<file path="config.mk">
export PLATFORM = sky130hd
export DESIGN_NAME = fbus_tx_guard
export DESIGN_NICKNAME = d
export VERILOG_FILES = /design/src/rtl/fbus_tx_guard.sv
export SDC_FILE = /design/constraint.sdc
export NUM_CORES = 1
export LEC_CHECK = 0
export ABC_AREA = 1
export BUFFER_PORTS_ARGS = -buffer_cell sky130_fd_sc_hd__buf_2
export CORE_ASPECT_RATIO = 1.2
export CORE_MARGIN = 3
export CORE_UTILIZATION = 40
export CTS_CLUSTER_SIZE = 8
export DETAILED_ROUTE_END_ITERATION = 7
export PLACE_DENSITY = 0.6
export RECOVER_POWER = 25
export SYNTH_ARGS = -nofsm -noshare
export SYNTH_HDL_FRONTEND = slang
export SYNTH_SLANG_ARGS = --single-unit
</file>
<file path="constraint.sdc">
create_clock -name clk -period 3.2 [get_ports clk]
set_input_delay 0.32 -clock clk [delete_from_list [all_inputs] [get_ports clk]]
set_output_delay 0.32 -clock clk [all_outputs]
set_load 0.01 [all_outputs]
</file>
<file path="src/rtl/fbus_tx_guard.sv">
module fbus_tx_guard #(
  parameter int JAB_LIMIT = 250000,
  localparam int CNT_W = $clog2(JAB_LIMIT + 1)
) (
  input  logic clk,
  input  logic rst_n,
  input  logic tx_en,
  input  logic tx_dat,
  output logic drv_lo,
  output logic drv_hi,
  output logic idle_adj,
  output logic jabber_active
);

  logic [CNT_W-1:0] run_cnt;
  logic             jab_q;
  logic             jab_nxt;
  logic             drive_ok;

  assign jab_nxt  = tx_en & (jab_q | (run_cnt == CNT_W'(JAB_LIMIT)));
  assign drive_ok = tx_en & ~jab_nxt;

  always_ff @(posedge clk or negedge rst_n) begin
    if (!rst_n) begin
      run_cnt <= '0;
      jab_q   <= 1'b0;
    end else begin
      jab_q <= jab_nxt;
      if (!tx_en)
        run_cnt <= '0;
      else if (run_cnt != CNT_W'(JAB_LIMIT))
        run_cnt <= run_cnt + 1'b1;
    end
  end

  always_ff @(posedge clk or negedge rst_n) begin
    if (!rst_n) begin
      drv_lo   <= 1'b0;
      drv_hi   <= 1'b0;
      idle_adj <= 1'b1;
    end else begin
      drv_lo   <= drive_ok;
      drv_hi   <= drive_ok & tx_dat;
      idle_adj <= ~drive_ok;
    end
  end

  assign jabber_active = jab_q;

endmodule

</file>
==> results of run 1 <==
power by group through the flow:
stage	Combinational, uW	Sequential, uW	Clock [uW]
global placement	29.4	292	0
global route	34.9	288	173
CTS	31.3	287	160
detailed placement	30.3	292	0
floorplan	15.4	293	0
finish	30.2	287	156
sequential cells by signal, summed over array words and instances (netlist names):
signal         cells
run_cnt           18
idle_adj           1
jabber_active      1
drv_lo             1
drv_hi             1
kinds of logic (layout without fill, tap and decap cells):
kind of cell,Yosys count,after routing,share of synthesized area [%]
and+or+nand+nor,98,98,34.4
buffers and inverters,23,33,7.20
DFF,22,22,46.0
AOI/OAI and AO/OA,15,15,6.67
xor gates and xnor gates,5,5,3.65
adders and majority gates,2,2,2.09
final cells by class:
type                       count  area, um2  area share (%)
clock buffer                   4       36.3            2.76
tap                           34       42.5            3.24
inverter                      21       78.8            5.99
timing repair buffer           8       43.8            3.33
multi-input combinational    120        562            42.7
sequential                    22        552            42.0
worst min-delay path: cells and delay by family:
family / cells / cell delay (ps)
buffers and inverters: 2 / 140
and+or+nand+nor: 1 / 40
through the flow:
step | total power [uW] | util, % | hold slack, ps | instance area, um2 | setup slack [ps]
after floorplan | 308 | - | 24.4 | 1200 | 1950
after global placement | 321 | 44.8 | 312 | 1270 | 1810
after detailed placement | 323 | 44.8 | 316 | 1270 | 1760
after CTS | 479 | 46.4 | 220 | 1320 | 1740
after global routing | 497 | 46.3 | 230 | 1320 | 1510
final | 474 | 46.3 | 217 | 1320 | 1730
routing by layer:
metal | GRT usage [%] | wire, um | vias up
met5 | 0 | 0 | -
met1 | 19.6 | 1160 | 487
met2 | 26.2 | 1210 | 28
met3 | 2.34 | 96 | 6
met4 | 5.34 | 41 | 0
li1 | - | - | 533
path summary, 6_finish.rpt:
| check | startpoint | endpoint | slack (ps) | cells past startpoint |
|---|---|---|---|---|
| max reg2reg | run_cnt[0] | run_cnt[1] | 1730 | 7 |
| min reg2reg | run_cnt[3] | run_cnt[3] | 540 | 1 |
| max in group clk | run_cnt[0] | run_cnt[1] | 1730 | 7 |
| max | rst_n | run_cnt[16] | 1730 | 2 |
| min in group asynchronous | rst_n | run_cnt[5] | 760 | 2 |
| min | tx_dat | drv_hi | 220 | 3 |
layout by cell type, fill, tap and decap left out:
| cell type | instances |
|---|---|
| o21ai_0 | 5 |
| nand2_2 | 1 |
| dlygate4sd3_1 | 1 |
| and2_1 | 1 |
| clkbuf_4 | 3 |
| clkbuf_8 | 1 |
| a21oi_1 | 8 |
| nand4_1 | 1 |
| dfstp_2 | 1 |
| o21bai_1 | 1 |
| nor2_1 | 36 |
| nand3_1 | 17 |
| nand3b_1 | 1 |
| dfrtp_1 | 21 |
| nor2_2 | 5 |
| clkbuf_1 | 1 |
| ha_1 | 2 |
| xnor2_1 | 1 |
| o21a_1 | 1 |
| buf_2 | 6 |
| nand2_1 | 36 |
| inv_1 | 21 |
| xor2_1 | 4 |
==> results.json, run 1 <==
{
  "crit_buf_inv": 2,
  "synth_edf_count": 0,
  "synthFlopType": "dfrtp_1",
  "final_nets": 182,
  "fill_cells": 278,
  "grt_pass1_vias": 978,
  "synth_top_area_cell": "dfrtp_1",
  "gr-total-overflow": 0,
  "dr.pass1.iters": 4,
  "p_sw_share_pct": 23.5,
  "worstPathCellList": "dlygate4sd3_1 > clkbuf_1",
  "drt_wl_total_um": 2510,
  "die_area_um2": 3700,
  "synthDominantCellAreaShare_pct": 43.8,
  "diodes": 0,
  "drc": 0,
  "synthArstFlopShare_pct": 100,
  "cts-buffers-inserted": 3,
  "worst_pin_slew_ps": 1200,
  "start_util_pct": 42.3,
  "start_kind": "input port",
  "synthTopCellsByArea": "dfrtp_1, nand2_1, nor2_1, nand3_1, inv_1",
  "antenna_found_initial": 0,
  "first_iter_violations": 50,
  "clk_path_buf_depth": 2,
  "final_cells": 209,
  "timing.final.crit_share_pct": 46.0,
  "wl_per_cell_um": 12.0,
  "h-tree-depth": 1,
  "critPathKind": "input port to async pin",
  "syn-instance-count": 165,
  "hold_viol": 0,
  "worstPathRequired_ps": 3450,
  "hold_path_class": "input port to flop",
  "fin_setup_tns_ps": 0,
  "rows": 21,
  "worst_setup_path_end_kind": "async pin",
  "clk_latency_ps": 310,
  "synthesis.area_um2": 1200,
  "post_cts_buffers": 0,
  "timing.slew.headroom_pct": 20.2,
  "groute.usage.overall_pct": 15.3,
  "rsz0062_at_grt": "no",
  "fin_skew_ps": 6.82,
  "tritoncts": "done",
  "viasPerCell": 5.04,
  "grt_max_degree": 23,
  "power.switching_uw": 112,
  "fmax_ghz": 0.679,
  "comb_power_share_pct": 6.4,
  "power.internal_uw": 362,
  "ir_worst_vdd_uv": 172,
  "ys_ff_latch": 22,
  "vias": 1054,
  "critPathArrivalTime_ps": 1730,
  "clockRootBuffer": "clkbuf_4",
  "cts_resized": 0,
  "setup-violations-final": 0,
  "fp.dieW_um": 56.0,
  "io_pins": 8,
  "ant_nets": 0,
  "path_delay_family": "buffers and inverters",
  "synth.avg_cell_area_um2": 7.27,
  "timing.max_cap.violations": 0,
  "dpl.hpwl_um": 1870,
  "seq_area_frac_synth_pct": 46.0,
  "power_per_cell_area_nw_per_um2": 360,
  "cellLeakagePower_uw": 0.000604,
  "pwr-share-seq_pct": 60.6,
  "clock_sinks": 22,
  "grt_pass1_wl_um": 4450,
  "min_period_ps": 1470,
  "slowest_delay_ps": 880,
  "path_clk_slew_ps": 120,
  "io_buffers": 7,
  "cp_slowest_cell": "clkbuf_1",
  "hold_buffers": 1,
  "clkPwrFrac_pct": 33.0,
  "slew_violations": 0,
  "syn_to_final_growth_pct": 9.59,
  "yosys_warnings": 0,
  "status": "finished clean",
  "drive_gt1_share_pct": 9.71,
  "die_h_um": 66.0,
  "crit_fanout": 22,
  "yosysUniqueCellTypes": 19,
  "gp_congestion": 0.824,
  "netlist_top_cells_count": "nand2_1, nor2_1, dfrtp_1, inv_1, nand3_1",
  "core_um2": 2840,
  "synth_nets": 171,
  "place_inst": 204
}
(Power assumes the default switching activity.)
==> inputs of run 2 (changes only) <==
--- a/config.mk
+++ b/config.mk
@@ -12,7 +12,7 @@
 export CORE_UTILIZATION = 40
 export CTS_CLUSTER_SIZE = 8
 export DETAILED_ROUTE_END_ITERATION = 7
-export PLACE_DENSITY = 0.6
+export PLACE_DENSITY = 0.62
 export RECOVER_POWER = 25
 export SYNTH_ARGS = -nofsm -noshare
 export SYNTH_HDL_FRONTEND = slang
==> constraint.sdc (replaced) <==
create_clock -name clk -period 1.2 [get_ports clk]
set_input_delay 0.12 -clock clk [delete_from_list [all_inputs] [get_ports clk]]
set_output_delay 0.12 -clock clk [all_outputs]
set_load 0.01 [all_outputs]
==> results.json, run 2 (synthesis gave the netlist of run 1 again) <==
{
  "groute.usage.overall_pct": 17.7,
  "min_period_ps": 1340,
  "rsz0062_at_grt": "yes",
  "final_cells": 235,
  "ant_nets": 0,
  "multiInputGateArea_um2": 732,
  "path_clk_slew_ps": 140,
  "ir_worst_vdd_uv": 648,
  "top_register": "run_cnt",
  "hold_viol": 0,
  "diodes": 0,
  "clock_sinks": 22,
  "io_pins": 8,
  "place_inst": 221,
  "crit_fanout": 5,
  "cellLeakagePower_uw": 0.000766,
  "grt_pass1_vias": 1192,
  "drive_gt1_share_pct": 40.8,
  "start_util_pct": 42.3,
  "start_kind": "flop",
  "fmax_ghz": 0.745,
  "status": "complete, but fails checks",
  "setup-violations-final": 17,
  "critPathArrivalTime_ps": 1610,
  "postLayoutCoreUtil_pct": 60.1,
  "gr-total-overflow": 0,
  "timing.final.crit_share_pct": 112,
  "clockRootBuffer": "clkbuf_4",
  "io_buffers": 7,
  "tritoncts": "done",
  "violations": "setup timing",
  "die_h_um": 66.0,
  "final_nets": 208,
  "h-tree-depth": 1,
  "postLayoutCellArea_um2": 1710,
  "fin_skew_ps": 2.37,
  "rows": 21,
  "worst_pin_slew_ps": 570,
  "layout.area.seq_um2": 554,
  "power_per_cell_area_nw_per_um2": 900,
  "r2r_slack_ps": -140,
  "final_cell_mix": "nand2_1, buf_4, nor2_1",
  "worst_slack_ps": -143,
  "worstPathRequired_ps": 1470,
  "timing.slew.headroom_pct": 62.0,
  "vias": 1206,
  "dpl.hpwl_um": 2080,
  "antenna_found_initial": 0,
  "slew_violations": 0,
  "fill_cells": 252,
  "place_area_um2": 1420,
  "drc": 0,
  "drt_wl_total_um": 3240,
  "core_um2": 2840,
  "first_iter_violations": 24,
  "die_area_um2": 3700,
  "timing.max_cap.violations": 0,
  "largest_register_ffs": 18,
  "clk_path_buf_depth": 2,
  "dr.pass1.iters": 4,
  "cp_slowest_cell": "dfrtp_1",
  "worstPathCellList": "nor2_1 > nand3_2 > nor2_4 > nand2_4 > nand2_1 > nand2_1 > nor2_1",
  "grt_pass1_wl_um": 5050,
  "cts-buffers-inserted": 3,
  "wl_per_cell_um": 13.8,
  "grt_max_degree": 23,
  "slowest_delay_ps": 470,
  "hold_path_class": "input port to flop",
  "mostFrequentLayoutCell": "nand2_1",
  "clk_latency_ps": 330,
  "fp.dieW_um": 56.0,
  "syn_to_final_growth_pct": 42.2,
  "critPathKind": "flop to flop",
  "worst_setup_path_end_kind": "flop",
  "gp_congestion": 0.834,
  "viasPerCell": 5.13
}
-- run 2: stage by stage --
step	setup slack, ps	total power [uW]	TNS, ps	hold WS [ps]
after floorplan	-4.99	824	-6.44	-176
after global placement	-78.0	883	-567	110
after detailed placement	-126	887	-1080	121
after CTS	-72.1	1500	-633	183
after global routing	-209	1580	-2370	196
final	-143	1540	-978	192
-- run 2: repair_timing --
action,4_1_cts,5_1_grt
endpoints found under the setup margin,19,22
resized for setup,22,26
pin swaps,8,13
cloned,0,0
hold endpoints to repair,22,0
buffers inserted,2,6
hold buffers,2,0
-- run 2: worst max-delay path, delay by kind of cell (launching register included) --
| family | cells | cell delay, ps |
|---|---|---|
| flops | 1 | 470 |
| simple gates | 7 | 800 |
-- run 2: layer usage --
metal	vias up	global-route usage, %	part of all wire (%)
met5	-	0	0
met4	0	8.90	3.5
met3	10	2.54	4.8
met2	35	33.3	55
met1	574	19.1	36
li1	587	-	-
-- run 2: cell type report --
| cell class | count | share of cell area (%) |
|---|---|---|
| multi-input combinational | 120 | 42.9 |
| sequential | 22 | 32.5 |
| timing repair buffer | 34 | 14.4 |
| inverter | 21 | 4.62 |
| tap | 34 | 2.49 |
| clock inverter | 1 | 1.76 |
| clock buffer | 3 | 1.32 |
-- run 2: where the power goes --
part / total (uW) / switching, uW / internal [uW]
Sequential: 766 / 10.5 / 756
Clock: 608 / 269 / 338
Combinational: 162 / 86.1 / 75.6
-- run 2: path summary, 6_finish.rpt --
kind	start	to	depth (start not counted)
max	run_cnt[5]	run_cnt[0]	7
min	tx_en	idle_adj	3
max reg2reg	run_cnt[5]	run_cnt[0]	7
min reg2reg	run_cnt[7]	run_cnt[7]	1
max in group asynchronous	rst_n	run_cnt[6]	2
min in group asynchronous	rst_n	run_cnt[15]	2
